--- config.mk ---
export PLATFORM = sky130hd
export DESIGN_NAME = pi_cur_reg
export DESIGN_NICKNAME = d
export VERILOG_FILES = /design/src/rtl/pi_cur_pkg.sv /design/src/rtl/pi_err_calc.sv /design/src/rtl/pi_integrator.sv /design/src/rtl/pi_out_scale.sv /design/src/rtl/pi_cur_reg.sv
export SDC_FILE = /design/constraint.sdc
export NUM_CORES = 1
export LEC_CHECK = 0
export ABC_CLOCK_PERIOD_IN_PS = 1100
export BUFFER_PORTS_ARGS = -buffer_cell sky130_fd_sc_hd__clkbuf_2
export CAP_MARGIN = 15
export CELL_PAD_IN_SITES_DETAIL_PLACEMENT = 1
export CELL_PAD_IN_SITES_GLOBAL_PLACEMENT = 1
export CORE_UTILIZATION = 45
export DETAILED_ROUTE_END_ITERATION = 8
export PLACE_DENSITY_LB_ADDON = 0.12
export SLEW_MARGIN = 10
export SYNTH_ARGS = -nofsm -noshare
export SYNTH_HDL_FRONTEND = slang
export SYNTH_SLANG_ARGS = --single-unit
--- constraint.sdc ---
create_clock -name clk_i -period 1.1 [get_ports clk_i]
set_input_delay 0 -clock clk_i [delete_from_list [all_inputs] [get_ports clk_i]]
set_output_delay 0 -clock clk_i [all_outputs]
set_load 0.01 [all_outputs]
--- src/rtl/pi_cur_pkg.sv ---
package pi_cur_pkg;
  // Integrator action for the current cycle
  typedef enum logic [1:0] {
    INT_HOLD  = 2'd0,
    INT_LOAD  = 2'd1,
    INT_CLEAR = 2'd2
  } int_act_e;
endpackage

--- src/rtl/pi_err_calc.sv ---
module pi_err_calc #(
  parameter int SMP_W = 12
) (
  input  logic [SMP_W-1:0]      ref_i,
  input  logic [SMP_W-1:0]      smp_i,
  output logic signed [SMP_W:0] err_o
);
  always_comb begin
    err_o = $signed({1'b0, ref_i}) - $signed({1'b0, smp_i});
  end
endmodule

--- src/rtl/pi_integrator.sv ---
module pi_integrator
  import pi_cur_pkg::*;
#(
  parameter int ERR_W  = 13,
  parameter int GAIN_W = 8,
  parameter int ACC_W  = 24
) (
  input  logic                    clk_i,
  input  logic                    rst_ni,
  input  int_act_e                act_i,
  input  logic signed [ERR_W-1:0] err_i,
  input  logic [GAIN_W-1:0]       ki_i,
  input  logic [ACC_W-2:0]        lim_i,
  output logic signed [ACC_W-1:0] integ_q_o,
  output logic signed [ACC_W-1:0] integ_nxt_o
);
  localparam int PROD_W = ERR_W + GAIN_W + 1;
  localparam int SUM_W  = ACC_W + 1;

  logic signed [PROD_W-1:0] prod;
  logic signed [SUM_W-1:0]  raw_sum;
  logic signed [SUM_W-1:0]  lim_pos;
  logic signed [SUM_W-1:0]  lim_neg;
  logic signed [ACC_W-1:0]  integ_q;
  logic signed [ACC_W-1:0]  integ_d;

  always_comb begin
    prod    = PROD_W'(err_i) * $signed({1'b0, ki_i});
    raw_sum = SUM_W'(integ_q) + SUM_W'(prod);
    lim_pos = $signed({2'b00, lim_i});
    lim_neg = -lim_pos;
    if (raw_sum > lim_pos) begin
      integ_nxt_o = ACC_W'(lim_pos);
    end else if (raw_sum < lim_neg) begin
      integ_nxt_o = ACC_W'(lim_neg);
    end else begin
      integ_nxt_o = ACC_W'(raw_sum);
    end
  end

  always_comb begin
    case (act_i)
      INT_LOAD:  integ_d = integ_nxt_o;
      INT_CLEAR: integ_d = '0;
      default:   integ_d = integ_q;
    endcase
  end

  always_ff @(posedge clk_i or negedge rst_ni) begin
    if (!rst_ni) begin
      integ_q <= '0;
    end else begin
      integ_q <= integ_d;
    end
  end

  assign integ_q_o = integ_q;
endmodule

--- src/rtl/pi_out_scale.sv ---
module pi_out_scale #(
  parameter int ERR_W  = 13,
  parameter int GAIN_W = 8,
  parameter int ACC_W  = 24,
  parameter int SHIFT  = 6,
  parameter int DUTY_W = 8
) (
  input  logic signed [ERR_W-1:0] err_i,
  input  logic [GAIN_W-1:0]       kp_i,
  input  logic signed [ACC_W-1:0] integ_i,
  output logic [DUTY_W-1:0]       duty_o
);
  localparam int PROD_W = ERR_W + GAIN_W + 1;
  localparam int TOT_W  = ACC_W + 2;
  localparam int DMAX   = (1 << DUTY_W) - 1;
  localparam int DMID   = 1 << (DUTY_W - 1);

  logic signed [PROD_W-1:0] p_term;
  logic signed [TOT_W-1:0]  total;
  logic signed [TOT_W-1:0]  scaled;
  logic signed [TOT_W-1:0]  centred;

  always_comb begin
    p_term  = PROD_W'(err_i) * $signed({1'b0, kp_i});
    total   = TOT_W'(p_term) + TOT_W'(integ_i);
    scaled  = total >>> SHIFT;
    centred = scaled + TOT_W'(DMID);
    if (centred < 0) begin
      duty_o = '0;
    end else if (centred > TOT_W'(DMAX)) begin
      duty_o = DUTY_W'(DMAX);
    end else begin
      duty_o = DUTY_W'(centred);
    end
  end
endmodule

--- src/rtl/pi_cur_reg.sv ---
module pi_cur_reg
  import pi_cur_pkg::*;
#(
  parameter int SMP_W  = 12,
  parameter int GAIN_W = 8,
  parameter int ACC_W  = 24,
  parameter int SHIFT  = 6,
  parameter int DUTY_W = 8
) (
  input  logic              clk_i,
  input  logic              rst_ni,
  input  logic [SMP_W-1:0]  ref_i,
  input  logic [SMP_W-1:0]  smp_i,
  input  logic              smp_vld_i,
  input  logic [GAIN_W-1:0] kp_i,
  input  logic [GAIN_W-1:0] ki_i,
  input  logic [ACC_W-2:0]  ilim_i,
  input  logic              clr_i,
  output logic [DUTY_W-1:0] duty_o,
  output logic              duty_vld_o
);
  localparam int ERR_W = SMP_W + 1;
  localparam int DMID  = 1 << (DUTY_W - 1);

  // reset synchroniser: assert asynchronously, release on the clock
  logic [1:0] rst_pipe;
  logic       rst_sn;

  always_ff @(posedge clk_i or negedge rst_ni) begin
    if (!rst_ni) begin
      rst_pipe <= '0;
    end else begin
      rst_pipe <= {rst_pipe[0], 1'b1};
    end
  end
  assign rst_sn = rst_pipe[1];

  logic signed [ERR_W-1:0] err;
  logic signed [ACC_W-1:0] integ_q;
  logic signed [ACC_W-1:0] integ_nxt;
  logic [DUTY_W-1:0]       duty_nxt;
  logic                    upd_en;
  int_act_e                act;

  assign upd_en = smp_vld_i & ~clr_i;

  always_comb begin
    if (clr_i) begin
      act = INT_CLEAR;
    end else if (smp_vld_i) begin
      act = INT_LOAD;
    end else begin
      act = INT_HOLD;
    end
  end

  pi_err_calc #(.SMP_W(SMP_W)) u_err (
    .ref_i (ref_i),
    .smp_i (smp_i),
    .err_o (err)
  );

  pi_integrator #(.ERR_W(ERR_W), .GAIN_W(GAIN_W), .ACC_W(ACC_W)) u_int (
    .clk_i       (clk_i),
    .rst_ni      (rst_sn),
    .act_i       (act),
    .err_i       (err),
    .ki_i        (ki_i),
    .lim_i       (ilim_i),
    .integ_q_o   (integ_q),
    .integ_nxt_o (integ_nxt)
  );

  pi_out_scale #(.ERR_W(ERR_W), .GAIN_W(GAIN_W), .ACC_W(ACC_W),
                 .SHIFT(SHIFT), .DUTY_W(DUTY_W)) u_scale (
    .err_i   (err),
    .kp_i    (kp_i),
    .integ_i (integ_nxt),
    .duty_o  (duty_nxt)
  );

  logic [DUTY_W-1:0] duty_q, duty_d;
  logic              vld_q, vld_d;

  always_comb begin
    duty_d = upd_en ? duty_nxt : duty_q;
    vld_d  = upd_en;
  end

  always_ff @(posedge clk_i or negedge rst_sn) begin
    if (!rst_sn) begin
      duty_q <= DUTY_W'(DMID);
      vld_q  <= 1'b0;
    end else begin
      duty_q <= duty_d;
      vld_q  <= vld_d;
    end
  end

  assign duty_o     = duty_q;
  assign duty_vld_o = vld_q;
endmodule

==> metrics.txt <==
# TYPE chip_impl_metric gauge
chip_impl_info{name="status",value="complete, but fails checks"} 1
chip_impl_info{name="violations",value="setup timing"} 1
chip_impl_metric{name="synth.ff_latch_count",unit=""} 35
chip_impl_info{name="critPathKind",value="input pin to register"} 1
chip_impl_metric{name="grt_overflow_total",unit=""} 0
chip_impl_info{name="timing.critical_path.mode_cell",value="buf_4"} 1
chip_impl_metric{name="synth_edf_count",unit=""} 0
chip_impl_metric{name="maxCapViolCount",unit=""} 0
chip_impl_metric{name="flow.area_growth_from_synthesis",unit="%"} 45.5
chip_impl_metric{name="placement.io_buffers",unit=""} 75
chip_impl_metric{name="crit_required",unit="ns"} 1.30
chip_impl_info{name="cts.root.buffer_cell",value="clkbuf_16"} 1
chip_impl_metric{name="timing.critical_path.slowest_cell_delay",unit="ns"} 0.66
chip_impl_metric{name="cts.clk_slew.worst_paths",unit="ns"} 0.06
chip_impl_metric{name="syn_nets",unit=""} 2215
chip_impl_metric{name="clock-sinks",unit=""} 35
chip_impl_metric{name="synthesis.instances",unit=""} 1768
chip_impl_info{name="grt_setup_unrepaired",value="true"} 1
chip_impl_info{name="worstSetupEndpointType",value="register"} 1
chip_impl_metric{name="setup_ws_post_layout",unit="ns"} -13.13
chip_impl_metric{name="hpwl",unit="um"} 45400
chip_impl_metric{name="yosys_warnings",unit=""} 0
chip_impl_metric{name="io_pins",unit=""} 76
chip_impl_metric{name="achievable-frequency",unit="MHz"} 70.3
chip_impl_metric{name="htree_levels",unit=""} 2
chip_impl_metric{name="dieArea",unit="um^2"} 32700
chip_impl_metric{name="fp.dieW",unit="um"} 181
chip_impl_metric{name="drive_gt1_share",unit="%"} 36.8
chip_impl_metric{name="max_slew.worst_pin.slew",unit="ns"} 1.13
chip_impl_metric{name="remaining_antenna_violation_count_after_routing",unit=""} 0
chip_impl_metric{name="netlist_area",unit="um^2"} 14400
chip_impl_info{name="timing.hold.worst.class",value="input pin to asynchronous set/reset pin"} 1
chip_impl_metric{name="post-place-cells",unit=""} 2618
chip_impl_metric{name="total_setup_violations_reported_at_the_end_of_the_flow",unit=""} 32
chip_impl_info{name="synth-main-ff-cell",value="dfrtp_1"} 1
chip_impl_metric{name="yosysTopAreaCellShare",unit="%"} 29.7
chip_impl_metric{name="grt.total_usage",unit="%"} 39.3
chip_impl_metric{name="drt-total-wl",unit="um"} 88900
chip_impl_info{name="yosysTopAreaCell",value="fa_1"} 1
chip_impl_metric{name="wire_length_of_the_first_global_routing_pass",unit="um"} 98900
chip_impl_metric{name="clockBufferDepth",unit=""} 2
chip_impl_metric{name="crit_arrival",unit="ns"} 14.43
chip_impl_metric{name="area_of_the_core_region",unit="um^2"} 31600
chip_impl_metric{name="pin_count_of_the_biggest_net_entering_global_routing",unit=""} 26
chip_impl_metric{name="tns",unit="ns"} -323.61
chip_impl_metric{name="synth_area_per_cell",unit="um^2"} 8.15
chip_impl_metric{name="finish.cell_count_without_fillers",unit=""} 2718
chip_impl_metric{name="yosysUniqueCellTypes",unit=""} 76
chip_impl_metric{name="finalHoldViolCount",unit=""} 0
chip_impl_metric{name="final_nets",unit=""} 2757
chip_impl_metric{name="dp_slack",unit="ns"} -11.96
chip_impl_metric{name="grt_antenna_before_repair",unit=""} 5
chip_impl_metric{name="fin_worst_skew",unit="ns"} 0.0144
chip_impl_metric{name="dr.first_iter.drc_count",unit=""} 2299
chip_impl_metric{name="drt-wirelength-per-cell",unit="um"} 32.7
chip_impl_metric{name="clock_insertion_delay_at_the_later_pin_of_the_skew_report",unit="ns"} 0.31
chip_impl_info{name="critical_path.slowest_cell",value="a221oi_4"} 1
chip_impl_metric{name="route.vias.total",unit=""} 17900
chip_impl_metric{name="post-route-min-period",unit="ns"} 14.23
chip_impl_info{name="tritoncts",value="done"} 1
chip_impl_metric{name="drc",unit=""} 0
chip_impl_metric{name="std_cell_rows",unit=""} 65
chip_impl_metric{name="cts_bufs_inserted",unit=""} 5
chip_impl_metric{name="first_global_vias",unit=""} 17600
chip_impl_info{name="ys_top_cells_by_area",value="fa_1, ha_1, inv_1"} 1
chip_impl_metric{name="final_weighted_congestion_in_routability_driven_placement",unit=""} 0.925
chip_impl_metric{name="detailedRoute.firstPassIterationCount",unit=""} 6
chip_impl_metric{name="die_h",unit="um"} 181
chip_impl_info{name="start_kind",value="input pin"} 1
chip_impl_metric{name="worst_slew_margin_rel",unit="%"} 24.2
chip_impl_metric{name="synth_sequential_area_ratio",unit="%"} 6.09
chip_impl_metric{name="synthArstFlopShare",unit="%"} 100
chip_impl_metric{name="floorplan.initialDensity",unit="%"} 45.7
chip_impl_metric{name="critPathMaxFanout",unit=""} 10
chip_impl_metric{name="layout_worst_path_cycle_share",unit="%"} 1290
chip_impl_metric{name="maxSlewViolCount",unit=""} 0
chip_impl_metric{name="hold_slack",unit="ns"} 0.0164
chip_impl_metric{name="via_per_inst",unit=""} 6.60
## path summary, 6_finish.rpt
| kind | startpoint | end | slack (ns) | cells past startpoint |
|---|---|---|---|---|
| setup / recovery | smp_i[1] | duty_o[4]$_DFFE_PN0P_ | -13.13 | 67 |
| hold / removal | rst_ni | rst_pipe[1]$_DFF_PN0_ | 0.02 | 2 |
| setup reg to reg | u_int.integ_q_o[1]$_DFFE_PN0P_ | duty_o[4]$_DFFE_PN0P_ | -9.71 | 45 |
| hold reg to reg | rst_pipe[1]$_DFF_PN0_ | duty_o[2]$_DFFE_PN0P_ | 0.20 | 1 |
| max in group asynchronous | rst_pipe[1]$_DFF_PN0_ | u_int.integ_q_o[16]$_DFFE_PN0P_ | 0.39 | 1 |
| min in group clk_i | clr_i | u_int.integ_q_o[7]$_DFFE_PN0P_ | 0.22 | 3 |
## placed cells by master, fill, tap and decap left out, drive strengths merged, types with 10 or more instances in the layout
cell / synthesis / layout
o211ai: 15 / 15
nor3: 18 / 18
mux2i: 18 / 18
fa: 214 / 214
nor2: 80 / 80
clkbuf: 61 / 84
dfrtp: 34 / 34
a211oi: 21 / 21
inv: 374 / 374
xor2: 15 / 15
o21ai: 60 / 60
nand4: 19 / 19
nand2b: 27 / 27
o21a: 10 / 10
o21bai: 13 / 13
buf: 4 / 522
and2: 104 / 104
a21oi: 93 / 93
a21o: 39 / 39
xnor2: 49 / 49
nand3: 20 / 20
or3: 10 / 10
ha: 166 / 166
nand2: 172 / 172
nor2b: 34 / 34
## cell usage after synthesis, drive strengths merged, types with 6 or more instances
cell type / number
ha: 166
nand2: 172
a21o: 39
nand4: 19
inv: 374
nand2b: 27
a22o: 7
a22oi: 6
o21a: 10
clkbuf: 61
or3: 10
xnor2: 49
nor3: 18
mux2i: 18
xor2: 15
o211a: 8
o21bai: 13
o211ai: 15
a211oi: 21
a21oi: 93
fa: 214
o31ai: 7
and2: 104
dfrtp: 34
nor2b: 34
o21ai: 60
nor4: 7
a31oi: 7
nand3: 20
nor2: 80
## registers in the layout (all words and copies together) (netlist names)
signal / cells
duty_vld_o: 1
duty_o: 8
u_int.integ_q_o: 24
rst_pipe: 2
## through the flow
step / utilization, % / cell area (um^2)
floorplan: - / 14800
global placement: 59.2 / 18700
detailed placement: 59.2 / 18700
CTS: 63.0 / 19900
global route: 66.4 / 21000
finish: 66.5 / 21000
## routing by layer
metal / global-route usage [%] / routed length [um]
met1: 46.1 / 29300
met2: 69.4 / 39000
met3: 5.02 / 10200
met4: 21.7 / 10300
met5: 0 / 13
## what timing repair did
action                                 4_1_cts  5_1_grt
pin swaps                                   97      104
endpoints found under the hold margin        2        0
resized for setup                          148      145
hold buffers                                 1        0
setup endpoints to repair                   32       32
setup buffers                               38       55
gates cloned                                 0        2
## critical path: cells and delay by family
family / cells / cell delay, ns
AOI/OAI and AO/OA: 24 / 5.86
adders and majority gates: 10 / 4.18
buffers and inverters: 18 / 2.13
and+or+nand+nor: 12 / 1.57
xor gates and xnor gates: 2 / 0.49
muxes: 1 / 0.13
## logic make-up (layout without fill, tap and decap cells)
logic type                 after synthesis  in the layout  share of synthesized area, %
AOI/OAI and AO/OA                      321            321                          15.4
xor gates and xnor gates                64             64                          3.94
adders and majority gates              380            380                          44.1
buffers and inverters                  440            983                          11.5
DFF                                     35             35                          6.09
muxes                                   21             21                          1.48
other                                    1              6                        0.0260
and+or+nand+nor                        506            506                          17.5
## final cells by class
type | count | area (um^2)
clock inverters | 1 | 5.00
diodes | 5 | 12.5
inverters | 375 | 1420
fillers | 3670 | 10600
multi-input cells | 1293 | 13400
flip-flops and latches | 35 | 877
clock buffers | 7 | 143
well taps | 402 | 503
repair buffers | 600 | 4630
Power is left out: the tool's default activity adds up to more than one toggle a clock period on the data nets, which glitch-free logic cannot reach.
